`config.mk`:
```
export PLATFORM = sky130hd
export DESIGN_NAME = dma_width_adapter
export DESIGN_NICKNAME = d
export VERILOG_FILES = /design/src/rtl/dma_width_adapter.sv
export SDC_FILE = /design/constraint.sdc
export NUM_CORES = 1
export LEC_CHECK = 0
export BUFFER_PORTS_ARGS = -buffer_cell sky130_fd_sc_hd__buf_4
export CORE_ASPECT_RATIO = 1.5
export CORE_MARGIN = 4
export CORE_UTILIZATION = 46
export CTS_CLUSTER_SIZE = 10
export DETAILED_ROUTE_END_ITERATION = 10
export GPL_TIMING_DRIVEN = 0
export PLACE_DENSITY_LB_ADDON = 0.25
export SYNTH_ARGS = -nofsm -noshare
export SYNTH_HDL_FRONTEND = slang
export SYNTH_SLANG_ARGS = --single-unit
```
`constraint.sdc`:
```
create_clock -name clk -period 4.25 [get_ports clk]
set_clock_uncertainty 0.2 [all_clocks]
set_input_delay 0.2125 -clock clk [delete_from_list [all_inputs] [get_ports clk]]
set_output_delay 0.2125 -clock clk [all_outputs]
set_load 0.02 [all_outputs]
```
`src/rtl/dma_width_adapter.sv`:
```
module dma_width_adapter #(
  parameter int ADDR_W = 32
) (
  input  logic              clk,
  input  logic              rst_n,
  input  logic [1:0]        src_size,
  input  logic [1:0]        dst_size,
  input  logic [ADDR_W-1:0] src_addr,
  input  logic [ADDR_W-1:0] dst_addr,
  input  logic [31:0]       rd_data,
  output logic [31:0]       wr_data,
  output logic [3:0]        wr_strb,
  output logic [ADDR_W-1:0] src_addr_al,
  output logic [ADDR_W-1:0] dst_addr_al,
  output logic              cfg_err
);
  localparam logic [1:0] SZ_B = 2'b00;
  localparam logic [1:0] SZ_H = 2'b01;
  localparam logic [1:0] SZ_W = 2'b10;
  localparam logic [1:0] SZ_X = 2'b11;

  function automatic logic [1:0] low_mask(input logic [1:0] sz);
    case (sz)
      SZ_H:    return 2'b01;
      SZ_W:    return 2'b11;
      default: return 2'b00;
    endcase
  endfunction

  logic        bad;
  logic [1:0]  s_off, d_off;
  logic [31:0] shifted, item, wdata_n;
  logic [3:0]  strb_n;

  assign bad     = (src_size == SZ_X) || (dst_size == SZ_X);
  assign s_off   = src_addr[1:0] & ~low_mask(src_size);
  assign d_off   = dst_addr[1:0] & ~low_mask(dst_size);
  assign shifted = rd_data >> {s_off, 3'b000};

  always_comb begin
    case (src_size)
      SZ_B:    item = {24'h0, shifted[7:0]};
      SZ_H:    item = {16'h0, shifted[15:0]};
      default: item = shifted;
    endcase
  end

  always_comb begin
    case (dst_size)
      SZ_B: begin
        wdata_n = {4{item[7:0]}};
        strb_n  = 4'b0001 << d_off;
      end
      SZ_H: begin
        wdata_n = {2{item[15:0]}};
        strb_n  = 4'b0011 << d_off;
      end
      default: begin
        wdata_n = item;
        strb_n  = 4'hF;
      end
    endcase
  end

  always_ff @(posedge clk) begin
    if (!rst_n || bad) begin
      wr_data     <= '0;
      wr_strb     <= '0;
      src_addr_al <= '0;
      dst_addr_al <= '0;
      cfg_err     <= rst_n && bad;
    end else begin
      wr_data     <= wdata_n;
      wr_strb     <= strb_n;
      src_addr_al <= {src_addr[ADDR_W-1:2], s_off};
      dst_addr_al <= {dst_addr[ADDR_W-1:2], d_off};
      cfg_err     <= 1'b0;
    end
  end

  a_r10_err_quiet: assert property (@(posedge clk) disable iff (!rst_n)
    bad |=> (cfg_err && wr_strb == 4'h0 && wr_data == 32'h0));
  a_r10_no_false_err: assert property (@(posedge clk) disable iff (!rst_n)
    !bad |=> !cfg_err);
  a_r8_byte_one_lane: assert property (@(posedge clk) disable iff (!rst_n)
    (!bad && dst_size == SZ_B) |=> $countones(wr_strb) == 1);
  a_r8_half_two_lanes: assert property (@(posedge clk) disable iff (!rst_n)
    (!bad && dst_size == SZ_H) |=> (wr_strb == 4'b0011 || wr_strb == 4'b1100));
  a_r8_word_all_lanes: assert property (@(posedge clk) disable iff (!rst_n)
    (!bad && dst_size == SZ_W) |=> wr_strb == 4'hF);
  a_r9_byte_repeat: assert property (@(posedge clk) disable iff (!rst_n)
    (!bad && dst_size == SZ_B) |=> (wr_data[31:16] == wr_data[15:0] && wr_data[15:8] == wr_data[7:0]));
  a_r9_half_repeat: assert property (@(posedge clk) disable iff (!rst_n)
    (!bad && dst_size == SZ_H) |=> wr_data[31:16] == wr_data[15:0]);
  a_r6_src_word_align: assert property (@(posedge clk) disable iff (!rst_n)
    (!bad && src_size == SZ_W) |=> src_addr_al[1:0] == 2'b00);
  a_r6_src_half_align: assert property (@(posedge clk) disable iff (!rst_n)
    (!bad && src_size == SZ_H) |=> !src_addr_al[0]);
  a_r7_dst_word_align: assert property (@(posedge clk) disable iff (!rst_n)
    (!bad && dst_size == SZ_W) |=> dst_addr_al[1:0] == 2'b00);
  a_r4_zero_extend: assert property (@(posedge clk) disable iff (!rst_n)
    (!bad && src_size == SZ_B && dst_size == SZ_W) |=> wr_data[31:8] == 24'h0);
endmodule

```
# Word level (Yosys, flattened, before mapping)
# Index checks and enable logic that the tools add are counted.
[totals] regBits=101 inputBits=102 out_inout_bits=101
[op_classes] n_eq_ne=6 shifts=3 mux=5 bitwise_logic=4 reduce_logical=6
[ops] cell="one-hot mux 32 bit (2 select lines)" n=2
[ops] cell=">> shifter 32 x 5 -> 32 bit" n=1
[ops] cell="equality test 2 bit (second input constant)" n=4
[ops] cell="one-hot mux 2 bit (2 select lines)" n=2
[ops] cell="one-hot mux 4 bit (2 select lines)" n=1
[ops] cell="AND 2 bit" n=2
[ops] cell="equality test 2 x 1 -> 1 bit (second input constant)" n=2
[ops] cell="logical NOT 2 bit" n=2
[ops] cell="NOT 2 bit" n=2
[ops] cell="<< shifter 1 x 2 -> 4 bit (first input constant)" n=1
[ops] cell="<< shifter 2 x 2 -> 4 bit (first input constant)" n=1
[ops] cell="logical OR 1 bit" n=2
[ops] cell="logical AND 1 bit" n=1
[ops] cell="logical NOT 1 bit" n=1

# Depth between registers and ports, before layout
# Gate-level depths: netlist (run 1).
[logic_depth] ltp_word=7 ltp_mapped=9

# Worst setup path before layout (run 1)
# No wires, ideal clock.
[synth_path] kind="input-to-reg" from="input port src_size[0]" to="register wr_data[31]" t_arrival_ns=1.488 path_slack_ns=2.429 stages=9 n_path_buf=2 cell_sequence="inv_1 > ha_1 > nor2b_1 > buf_2 > buf_2 > mux2i_1 > mux2i_1 > nand3_1 > o221ai_1"
[synth_between] elab_chain_len=7 elab_cells_between_ends=12 classes_between="eq/ne: 3; shift: 1; mux: 3; bitwise: 2; reduce/logical: 3"
[synth_rtl] item="from (decl)" line="6" text="input logic [1:0] src_size,"
[synth_rtl] item="equality test 2 bit / equality test 2 x 1 -> 1 bit (equally long branches)" line="23, 41"
[synth_rtl] item="one-hot mux 2 bit (2 select lines)" line="23" text="case (sz)"
[synth_rtl] item="NOT 2 bit" line="36" text="assign s_off = src_addr[1:0] & ~low_mask(src_size);"
[synth_rtl] item="AND 2 bit" line="36"
[synth_rtl] item=">> shifter 32 x 5 -> 32 bit" line="38" text="assign shifted = rd_data >> {s_off, 3'b000};"
[synth_rtl] item="one-hot mux 32 bit (2 select lines)" line="41" text="case (src_size)"
[synth_rtl] item="one-hot mux 32 bit (2 select lines)" line="49" text="case (dst_size)"
[synth_rtl] item="to (signal assigned)" line="73" text="wr_data <= wdata_n;"
[synth_rtl] item="to (decl)" line="11" text="output logic [31:0] wr_data,"
# Several ways; a longest one is shown, not always the timed one.
# A chain may end at the register's enable or synchronous reset.

# Final worst setup path (run 1)
[layout_path] from="input port dst_size[0]" to="register wr_data[29]"
[layout_between] elab_chain_len=3 elab_cells_between_ends=6 classes_between="eq/ne: 2; mux: 1; reduce/logical: 3"
[layout_rtl] item="from (decl)" line="7" text="input logic [1:0] dst_size,"
[layout_rtl] item="parallel branches: the longest is 3 deep, another holds one-hot mux 32 bit (2 select lines)"
# Parallel ways; which one is timed is not known.

==> results of run 1 <==
-- layout make-up --
| type | instances | area share |
|---|---|---|
| inverter | 11 | 0.00670 |
| clock buffer | 10 | 0.0388 |
| clock inverter | 5 | 0.00974 |
| buffer | 26 | 0.0219 |
| tap | 102 | 0.0207 |
| multi-input combinational | 203 | 0.225 |
| sequential | 101 | 0.328 |
| timing repair buffer | 265 | 0.349 |
-- power by group --
part	internal, mW	switching, mW
clock network	0.471	0.350
logic	0.229	0.236
registers	1.00	0.0196
-- critical path, delay by kind of cell --
kind	cells	cell delay (ns)
buf+inv	3	0.81
simple gates	3	0.79
fa+ha+maj	1	0.19
compound gates	1	0.12
-- per-layer routing --
layer | part of all wire | track usage | up-vias | wire length, um
li1 | - | - | 1728 | -
met1 | 0.37 | 0.331 | 1782 | 5250
met2 | 0.52 | 0.555 | 217 | 7390
met3 | 0.093 | 0.0802 | 24 | 1320
met4 | 0.019 | 0.0981 | 0 | 272
met5 | 0 | 0 | - | 0
-- through the flow --
| stage | area, um^2 | cells |
|---|---|---|
| 6_report | 6160 | 723 |
| 5_1_grt | 6160 | 723 |
| 4_1_cts | 6160 | 723 |
| 3_5_place_dp | 5220 | 644 |
| 3_3_place_gp | 5220 | 644 |
| 2_1_floorplan | 3590 | 341 |
-- placed cells by master, fill, tap and decap left out, types with 2 or more instances in the layout --
cell type,n
nand2_1,23
nand2b_1,5
o221ai_1,7
inv_1,11
and3_1,61
mux2i_1,32
o21ai_0,17
dlygate4sd3_1,64
nor2b_1,4
clkbuf_1,14
buf_6,3
a31oi_1,2
and2_1,9
nor2_1,6
o2bb2ai_1,7
clkbuf_16,9
buf_4,203
buf_2,6
ha_1,8
dfxtp_1,101
nand3_1,8
a21oi_1,4
-- state kept, by name (all words and copies together), names as in the netlist --
signal and count:
cfg_err 1, wr_data 32, src_addr_al 32, dst_addr_al 32, wr_strb 4
-- path summary, 6_finish.rpt --
check,cells past startpoint,end,from
max,8,wr_data[29]$_SDFF_PP0_,dst_size[0]
min,3,wr_data[25]$_SDFF_PP0_,rd_data[25]
-- logic make-up after synthesis --
| group | Yosys count | synth area share |
|---|---|---|
| muxes | 32 | 0.0893 |
| and+or+nand+nor | 123 | 0.197 |
| DFF | 101 | 0.564 |
| AOI/OAI and AO/OA | 40 | 0.0729 |
| buffers and inverters | 37 | 0.0492 |
| adders and majority gates | 8 | 0.0279 |
-- repair_timing --
action | in CTS | in global routing
hold buffers | 64 | 0
hold endpoints to repair | 65 | 0
setup endpoints to repair | 0 | 0
==> run_results.csv, run 1 <==
group,metric,value,unit
run_status,status,"complete, no violations",
sta,max_slew_margin,0.604,
sta,finalMaxSlewViolations,0,
worst_setup_path,crit_fanout,10,
clocking,cts_tree,"yes",
place,place_hpwl,8.69,mm
global_routing,grt_usage,0.301,
sta,timing.fmax,477,MHz
sta,final.min_clock_period,2.10,ns
sta,rsz0062_at_grt,"no",
logic_synthesis,synth_ff_type,"dfxtp_1",
finish,seqCellArea,0.00202,mm^2
detailed_routing,first_iter_violations,250,
finish,fillerInstances,441,
sta,hold_viol_final,0,
sta,worst_pin_slew,0.594,ns
hold_path,min_path_type,"input port to register",
detailed_routing,drc,0,
die,die_w,80.1,um
logic_synthesis,ys_top_cells_by_count,"dfxtp_1 (101), and3_1 (61), mux2i_1 (32), nand2_1 (23), o21ai_0 (17)",
sta,holdWs,0.00878,ns
job,drv_cap,0,
global_routing,antenna_found_initial,0,
die,die_y,116,um
logic_synthesis,synthArstFlopShare,0,
detailed_routing,first_pass_iters,5,
power,powerDensity,374,mW/mm^2
place,dp_slack,1.80,ns
logic_synthesis,yosysTopAreaCellShare,0.564,
clocking,clock-sinks,101,
logic_synthesis,synth.area.top_cells,"dfxtp_1 (56%), and3_1 (11%), mux2i_1 (8.9%), ha_1 (2.8%), nand2_1 (2.4%)",
global_routing,first_global_vias,3865,
worst_setup_path,max_stage_delay,0.44,ns
logic_synthesis,yosysTopAreaCell,"dfxtp_1",
clocking,cts_buffers,9,
global_routing,grt-ovfl-total,0,
logic_synthesis,synth-seq-cells,101,
finish,fin_util,0.810,
finish,area_growth_syn_to_layout,71.8,%
sta,setup_slack,2.15,ns
finish,multi_input_area,0.00139,mm^2
global_routing,grt_pass1_wl,21.2,mm
sta,finalSetupViolations,0,
logic_synthesis,synth.most_common_cell,"dfxtp_1",
finish,diodes,0,
die,core_area,0.00761,mm^2
clocking,cts_buffer_depth,2,
clocking,post_cts_resized,0,
worst_setup_path,cp-end-kind,"register",
logic_synthesis,yosysWarnings,0,
logic_synthesis,synth_edf_count,0,
logic_synthesis,syn-cell-area,0.00359,mm^2
clocking,h-tree-depth,3,
worst_setup_path,crit_chain,"buf_4 > ha_1 > nor2_2 > and2_1 > buf_2 > clkbuf_1 > nand3_1 > o221ai_1",
sta,fin_tns_setup,0,ns
finish,drive_gt1_frac,0.372,
logic_synthesis,synth_seq_area_share,0.564,
logic_synthesis,ys_types,31,
logic_synthesis,synthCells,341,
clocking,path_clk_slew,0.07,ns
clocking,root_buffer,"clkbuf_16",
detailed_routing,drt-total-wl,14.2,mm
worst_setup_path,startpoint_type,"input port",
sta,period_share,0.494,
die,die_area,0.00930,mm^2
power,power.total,2.31,mW
die,row_count,39,
die,pin_count,203,
place,numPortBuffers,201,
worst_setup_path,critical_path_class,"input port to register",
worst_setup_path,crit_arrival,2.14,ns
die,initial_utilization,0.471,
power,p_leak,3.19,nW
logic_synthesis,postSynthAreaPerCell,10.5,um^2
worst_setup_path,critPathRequiredTime,4.29,ns
finish,nets,727,
place,gp_congestion,0.932,
detailed_routing,vias,3751,
logic_synthesis,syn_nets,451,
clocking,post_cts_buffers,0,
power,peakVddDrop,0.249,mV
detailed_routing,routedWlPerCell,19.7,um
detailed_routing,ant_nets,0,
worst_setup_path,slowest_stage,"clkbuf_1",
global_routing,grt_max_degree,17,
detailed_routing,avgViaCountPerCell,5.19,
No activity file was read; power rests on OpenSTA's default activity.
==> run 2: changes to the inputs <==
--- a/config.mk
+++ b/config.mk
@@ -5,10 +5,11 @@
 export SDC_FILE = /design/constraint.sdc
 export NUM_CORES = 1
 export LEC_CHECK = 0
+export ABC_AREA = 1
 export BUFFER_PORTS_ARGS = -buffer_cell sky130_fd_sc_hd__buf_4
 export CORE_ASPECT_RATIO = 1.5
 export CORE_MARGIN = 4
-export CORE_UTILIZATION = 46
+export CORE_UTILIZATION = 45
 export CTS_CLUSTER_SIZE = 10
 export DETAILED_ROUTE_END_ITERATION = 10
 export GPL_TIMING_DRIVEN = 0
==> constraint.sdc (replaced) <==
create_clock -name clk -period 2.05 [get_ports clk]
set_clock_uncertainty 0.2 [all_clocks]
set_input_delay 0.1025 -clock clk [delete_from_list [all_inputs] [get_ports clk]]
set_output_delay 0.1025 -clock clk [all_outputs]
set_load 0.02 [all_outputs]
==> run_results.csv, run 2 <==
group,metric,value,unit
hold_path,holdPathStages,5,
logic_synthesis,ys_top_cells_by_count,"nand2_1 (105), dfxtp_1 (101), inv_1 (80), nor2_1 (75), nand3_1 (48)",
logic_synthesis,synth_mux_area_frac,0,
clocking,cts_buffer_depth,2,
power,power.switching,1.30,mW
clocking,h-tree-depth,3,
detailed_routing,avgViaCountPerCell,4.90,
logic_synthesis,yosysTopAreaCell,"dfxtp_1",
detailed_routing,drc,0,
die,die_area,0.0101,mm^2
finish,layout_common_cells,"buf_4 (205), nand2_1 (105), dfxtp_1 (101)",
finish,fin_util,0.802,
finish,area_growth_syn_to_layout,74.5,%
clocking,cts_tree,"yes",
global_routing,grt-ovfl-total,0,
hold_path,min_path_type,"input port to register",
detailed_routing,first_iter_violations,162,
logic_synthesis,postSynthAreaPerCell,7.84,um^2
power,peakVddDrop,0.478,mV
logic_synthesis,synth.most_common_cell,"nand2_1",
logic_synthesis,synthXorXnorAreaFrac,0,
detailed_routing,first_pass_iters,5,
clocking,clock-sinks,101,
logic_synthesis,synth_compound_area_frac,0.0244,
detailed_routing,routedWlPerCell,16.3,um
finish,multi_input_area,0.00133,mm^2
power,switching_share,0.265,
die,initial_utilization,0.459,
global_routing,grt_max_degree,16,
sta,finalMaxSlewViolations,0,
logic_synthesis,yosys.area_share.simple,0.297,
global_routing,antenna_found_initial,0,
worst_setup_path,critical_path_class,"input port to register",
clocking,path_clk_slew,0.06,ns
logic_synthesis,syn_nets,600,
finish,reg_top3,"dst_addr_al (32), src_addr_al (32), wr_data (32)",
finish,drive_gt1_frac,0.317,
logic_synthesis,synthArstFlopShare,0,
worst_setup_path,crit_arrival,1.99,ns
power,pwr-share-clk,0.345,
logic_synthesis,synth_top_family_by_area,"simple AND/OR/NAND/NOR gates",
hold_path,holdPathEnd,"wr_data[4]$_SDFF_PP0_",
logic_synthesis,yosysTopAreaCellShare,0.526,
worst_setup_path,cp-end-kind,"register",
logic_synthesis,synth_seq_area_share,0.526,
die,row_count,41,
power,comb_power_share,0.222,
finish,final_common_cell,"buf_4",
global_routing,grt_usage,0.292,
sta,worst_pin_slew,0.653,ns
logic_synthesis,synthAdderAreaFrac,0.0261,
sta,finalSetupViolations,0,
logic_synthesis,synth_ff_type,"dfxtp_1",
finish,nets,904,
sta,max_slew_margin,0.563,
logic_synthesis,yosysWarnings,0,
sta,rsz0062_at_grt,"no",
clocking,cts_buffers,9,
power,powerDensity,729,mW/mm^2
die,core_area,0.00836,mm^2
logic_synthesis,synth-seq-cells,101,
logic_synthesis,synthCells,490,
logic_synthesis,synth.area.top_cells,"dfxtp_1 (53%), nand2_1 (10%), inv_1 (7.8%), nor2_1 (7.3%), nand3_1 (6.3%)",
sta,timing.fmax,523,MHz
power,internal_power,3.59,mW
place,dp_slack,0.208,ns
run_status,violations,"hold timing",
worst_setup_path,critPathRequiredTime,2.13,ns
detailed_routing,drt-total-wl,14.7,mm
power,power.total,4.89,mW
worst_setup_path,startpoint_type,"input port",
global_routing,first_global_vias,4667,
detailed_routing,vias,4427,
sta,setup_slack,0.139,ns
finish,diodes,0,
logic_synthesis,syn-cell-area,0.00384,mm^2
logic_synthesis,synth_edf_count,0,
sta,final.min_clock_period,1.91,ns
place,place_hpwl,9.29,mm
hold_path,min_from,"rd_data[4]",
sta,period_share,0.932,
worst_setup_path,critical_path.startpoint,"src_size[0]",
sta,holdWs,-0.0103,ns
die,die_y,121,um
run_status,status,"complete, but fails checks",
power,p_leak,3.63,nW
die,pin_count,203,
die,die_w,83.4,um
job,drv_cap,0,
worst_setup_path,crit_fanout,10,
place,numPortBuffers,202,
sta,fin_tns_setup,0,ns
sta,hold_viol_final,1,
logic_synthesis,ys_types,27,
global_routing,grt_pass1_wl,23.5,mm
power,pwr-share-seq,0.433,
detailed_routing,ant_nets,0,
finish,seqCellArea,0.00202,mm^2
finish,fillerInstances,488,
place,gp_congestion,0.878,
clocking,root_buffer,"clkbuf_16",
==> run 2: layout make-up <==
cell class | count | area share
buffer | 21 | 0.0215
clock buffer | 11 | 0.0377
clock inverter | 3 | 0.00691
inverter | 87 | 0.0513
multi-input combinational | 281 | 0.199
sequential | 101 | 0.302
tap | 107 | 0.0200
timing repair buffer | 293 | 0.362
==> run 2: critical path, stage by stage <==
cell           delay (ns)
buf_4                0.10
inv_1                0.05
ha_1                 0.35
nor2_4               0.18
buf_4                0.20
nand2_1              0.07
nand3_1              0.08
dlygate4sd3_1        0.56
nand2_1              0.05
nor2_1               0.12
nand2_1              0.06
nand2_1              0.05
==> run 2: how the worst max path moves through the flow <==
stage / end / slack, ns / cells after the start
after floorplan: wr_data[25]$_SDFF_PP0_ / 0.58 / 11
after detailed placement: wr_data[30]$_SDFF_PP0_ / 0.21 / 12
after global routing: wr_data[17]$_SDFF_PP0_ / 0.09 / 13
after CTS: wr_data[17]$_SDFF_PP0_ / 0.19 / 12
after global placement: wr_data[30]$_SDFF_PP0_ / 0.24 / 12
final: wr_data[17]$_SDFF_PP0_ / 0.14 / 12
==> run 2: cells by family (layout without fill, tap and decap cells) <==
kind of cell             after synthesis  after routing
flip-flops                           101            101
buffers and inverters                108            415
AND/OR/NAND/NOR                      256            256
adder cells (fa/ha/maj)                8              8
AO/OA/AOI/OAI                         17             17
==> run 2: layer usage <==
metal	vias to the layer above	routed length, um	global-route usage
met5	-	0	0
met4	0	443	0.113
met3	40	1320	0.0740
met2	264	8030	0.569
met1	2026	4940	0.294
li1	2097	-	-
==> run 2: metrics by stage <==
stage                     instance area [um^2]  cells
after CTS                                 6710    905
after detailed placement                  5490    799
after floorplan                           3840    490
final                                     6700    904
after global placement                    5490    799
after global routing                      6700    904
==> run 2: power by group through the flow <==
| stage | sequential, mW | combinational [mW] | clock (mW) |
|---|---|---|---|
| global placement | 2.15 | 0.886 | 0 |
| CTS | 2.11 | 1.06 | 1.71 |
| global route | 2.13 | 1.16 | 1.79 |
| finish | 2.12 | 1.08 | 1.69 |
| detailed placement | 2.16 | 0.904 | 0 |
| floorplan | 2.30 | 0.321 | 0 |
==> run 2: timing repair <==
| item | CTS | global route |
|---|---|---|
| setup buffers | 0 | 0 |
| resized for setup | 0 | 1 |
| hold buffers | 92 | 0 |
| setup endpoints to repair | 0 | 1 |
| endpoints found under the hold margin | 93 | 0 |
==> run 3: changes to the inputs <==
--- a/config.mk
+++ b/config.mk
@@ -8,7 +8,7 @@
 export ABC_AREA = 1
 export BUFFER_PORTS_ARGS = -buffer_cell sky130_fd_sc_hd__buf_4
 export CORE_ASPECT_RATIO = 1.5
-export CORE_MARGIN = 4
+export CORE_MARGIN = 5
 export CORE_UTILIZATION = 45
 export CTS_CLUSTER_SIZE = 10
 export DETAILED_ROUTE_END_ITERATION = 10
==> run_results.csv, run 3 (synthesized netlist as in run 2, its figures left out) <==
group,metric,value,unit
die,initial_utilization,0.459,
sta,rsz0062_at_grt,"no",
sta,finalMaxSlewViolations,0,
finish,nets,914,
sta,hold_viol_final,0,
finish,finalNonFillerCells,916,
worst_setup_path,slowest_stage,"dlygate4sd3_1",
die,pin_count,203,
global_routing,grt_usage,0.291,
sta,finalSetupViolations,0,
power,pwr-share-clk,0.372,
detailed_routing,first_pass_iters,5,
worst_setup_path,max_stage_delay,0.58,ns
worst_setup_path,path_buf_inv,5,
worst_setup_path,startpoint_type,"input port",
place,numPortBuffers,202,
clocking,cts_buffers,9,
finish,final_area,0.00685,mm^2
place,gp_congestion,0.925,
power,power.switching,1.34,mW
sta,setup_slack,0.105,ns
clocking,cts_buffer_depth,2,
finish,drive_gt1_frac,0.313,
clocking,clock-sinks,101,
detailed_routing,drt-total-wl,15.5,mm
finish,final_common_cell,"buf_4",
worst_setup_path,crit_chain,"buf_4 > inv_1 > ha_1 > inv_2 > nand2_2 > clkbuf_4 > nand2_1 > nand3_1 > dlygate4sd3_1 > nand4_1 > nand3_1",
power,switching_share,0.261,
power,power.total,5.15,mW
global_routing,grt_pass1_wl,23.8,mm
clocking,path_clk_slew,0.07,ns
power,internal_power,3.81,mW
detailed_routing,avgViaCountPerCell,4.95,
finish,area_growth_syn_to_layout,78.2,%
power,peakVddDrop,0.581,mV
die,die_w,85.4,um
global_routing,first_global_vias,4695,
worst_setup_path,critical_path_class,"input port to register",
die,row_count,41,
sta,max_slew_margin,0.536,
sta,fin_tns_setup,0,ns
worst_setup_path,critPathRequiredTime,2.14,ns
place,dpl_cell_area,0.00549,mm^2
sta,holdWs,0.0198,ns
worst_setup_path,crit_fanout,10,
power,p_leak,3.69,nW
hold_path,min_path_type,"input port to register",
place,place_hpwl,9.39,mm
detailed_routing,first_iter_violations,239,
clocking,h-tree-depth,3,
worst_setup_path,path_common_cell,"nand3_1",
place,dp_slack,0.199,ns
sta,final.min_clock_period,1.94,ns
finish,diodes,0,
detailed_routing,ant_nets,0,
power,powerDensity,753,mW/mm^2
clocking,cts_tree,"yes",
finish,fin_util,0.819,
detailed_routing,routedWlPerCell,16.9,um
job,drv_cap,0,
detailed_routing,drc,0,
sta,timing.fmax,514,MHz
finish,layout_common_cells,"buf_4 (205), nand2_1 (105), dfxtp_1 (101), dlygate4sd3_1 (101), inv_1 (80)",
die,core_area,0.00836,mm^2
clocking,root_buffer,"clkbuf_16",
global_routing,grt_max_degree,17,
global_routing,antenna_found_initial,0,
sta,worst_pin_slew,0.694,ns
worst_setup_path,cp-end-kind,"register",
global_routing,grt-ovfl-total,0,
power,comb_power_share,0.217,
worst_setup_path,crit_arrival,2.03,ns
finish,reg_top3,"dst_addr_al (32), src_addr_al (32), wr_data (32)",
run_status,status,"complete, no violations",
detailed_routing,vias,4531,
worst_setup_path,path_delay_family,"buffers and inverters",
place,post-place-cells,799,
sta,period_share,0.949,
power,pwr-share-seq,0.411,
die,die_y,123,um
die,die_area,0.0105,mm^2
## run 3: changes by cell type in the layout (fill, tap and decap cells not counted)
cell           previous run  this run
dlygate4sd3_1            91       101
clkbuf_1                  2         4
bufinv_16                 1         3
inv_6                     0         1
clkinvlp_4                1         0
clkbuf_8                  2         0
## run 3: area by class of cell
| class | count | area, um^2 |
|---|---|---|
| Timing Repair Buffer | 303 | 2530 |
| Sequential cell | 101 | 2020 |
| Fill cell | 470 | 1520 |
| Multi-Input combinational cell | 281 | 1330 |
| Inverter | 87 | 344 |
| Clock buffer | 11 | 233 |
| Buffer | 21 | 144 |
| Tap cell | 107 | 134 |
| Clock inverter | 5 | 108 |
## run 3: final timing paths
path / from / cells after the start / end / slack (ns)
min: rd_data[0] / 5 / wr_data[16]$_SDFF_PP0_ / 0.02
max: src_size[0] / 11 / wr_data[28]$_SDFF_PP0_ / 0.11
## run 3: power groups by stage
| stage | Combinational, mW | Sequential (mW) | Clock, mW |
|---|---|---|---|
| after floorplan | 0.321 | 2.30 | 0 |
| after CTS | 1.08 | 2.11 | 1.94 |
| after global placement | 0.892 | 2.15 | 0 |
| after global routing | 1.19 | 2.13 | 2.02 |
| final | 1.12 | 2.12 | 1.92 |
| after detailed placement | 0.907 | 2.16 | 0 |
## run 3: timing repair
item	4_1_cts	5_1_grt
endpoints found under the hold margin	97	0
hold buffers	101	0
resized for setup	0	1
buffers inserted	0	0
setup endpoints to repair	0	2
## run 3: routing by layer
layer  up-vias  global-route usage  part of all wire
met3        57              0.0647             0.095
met4         0               0.148             0.040
met5         -                   0                 0
met2       296               0.551              0.53
li1       2112                   -                 -
met1      2066               0.296              0.33
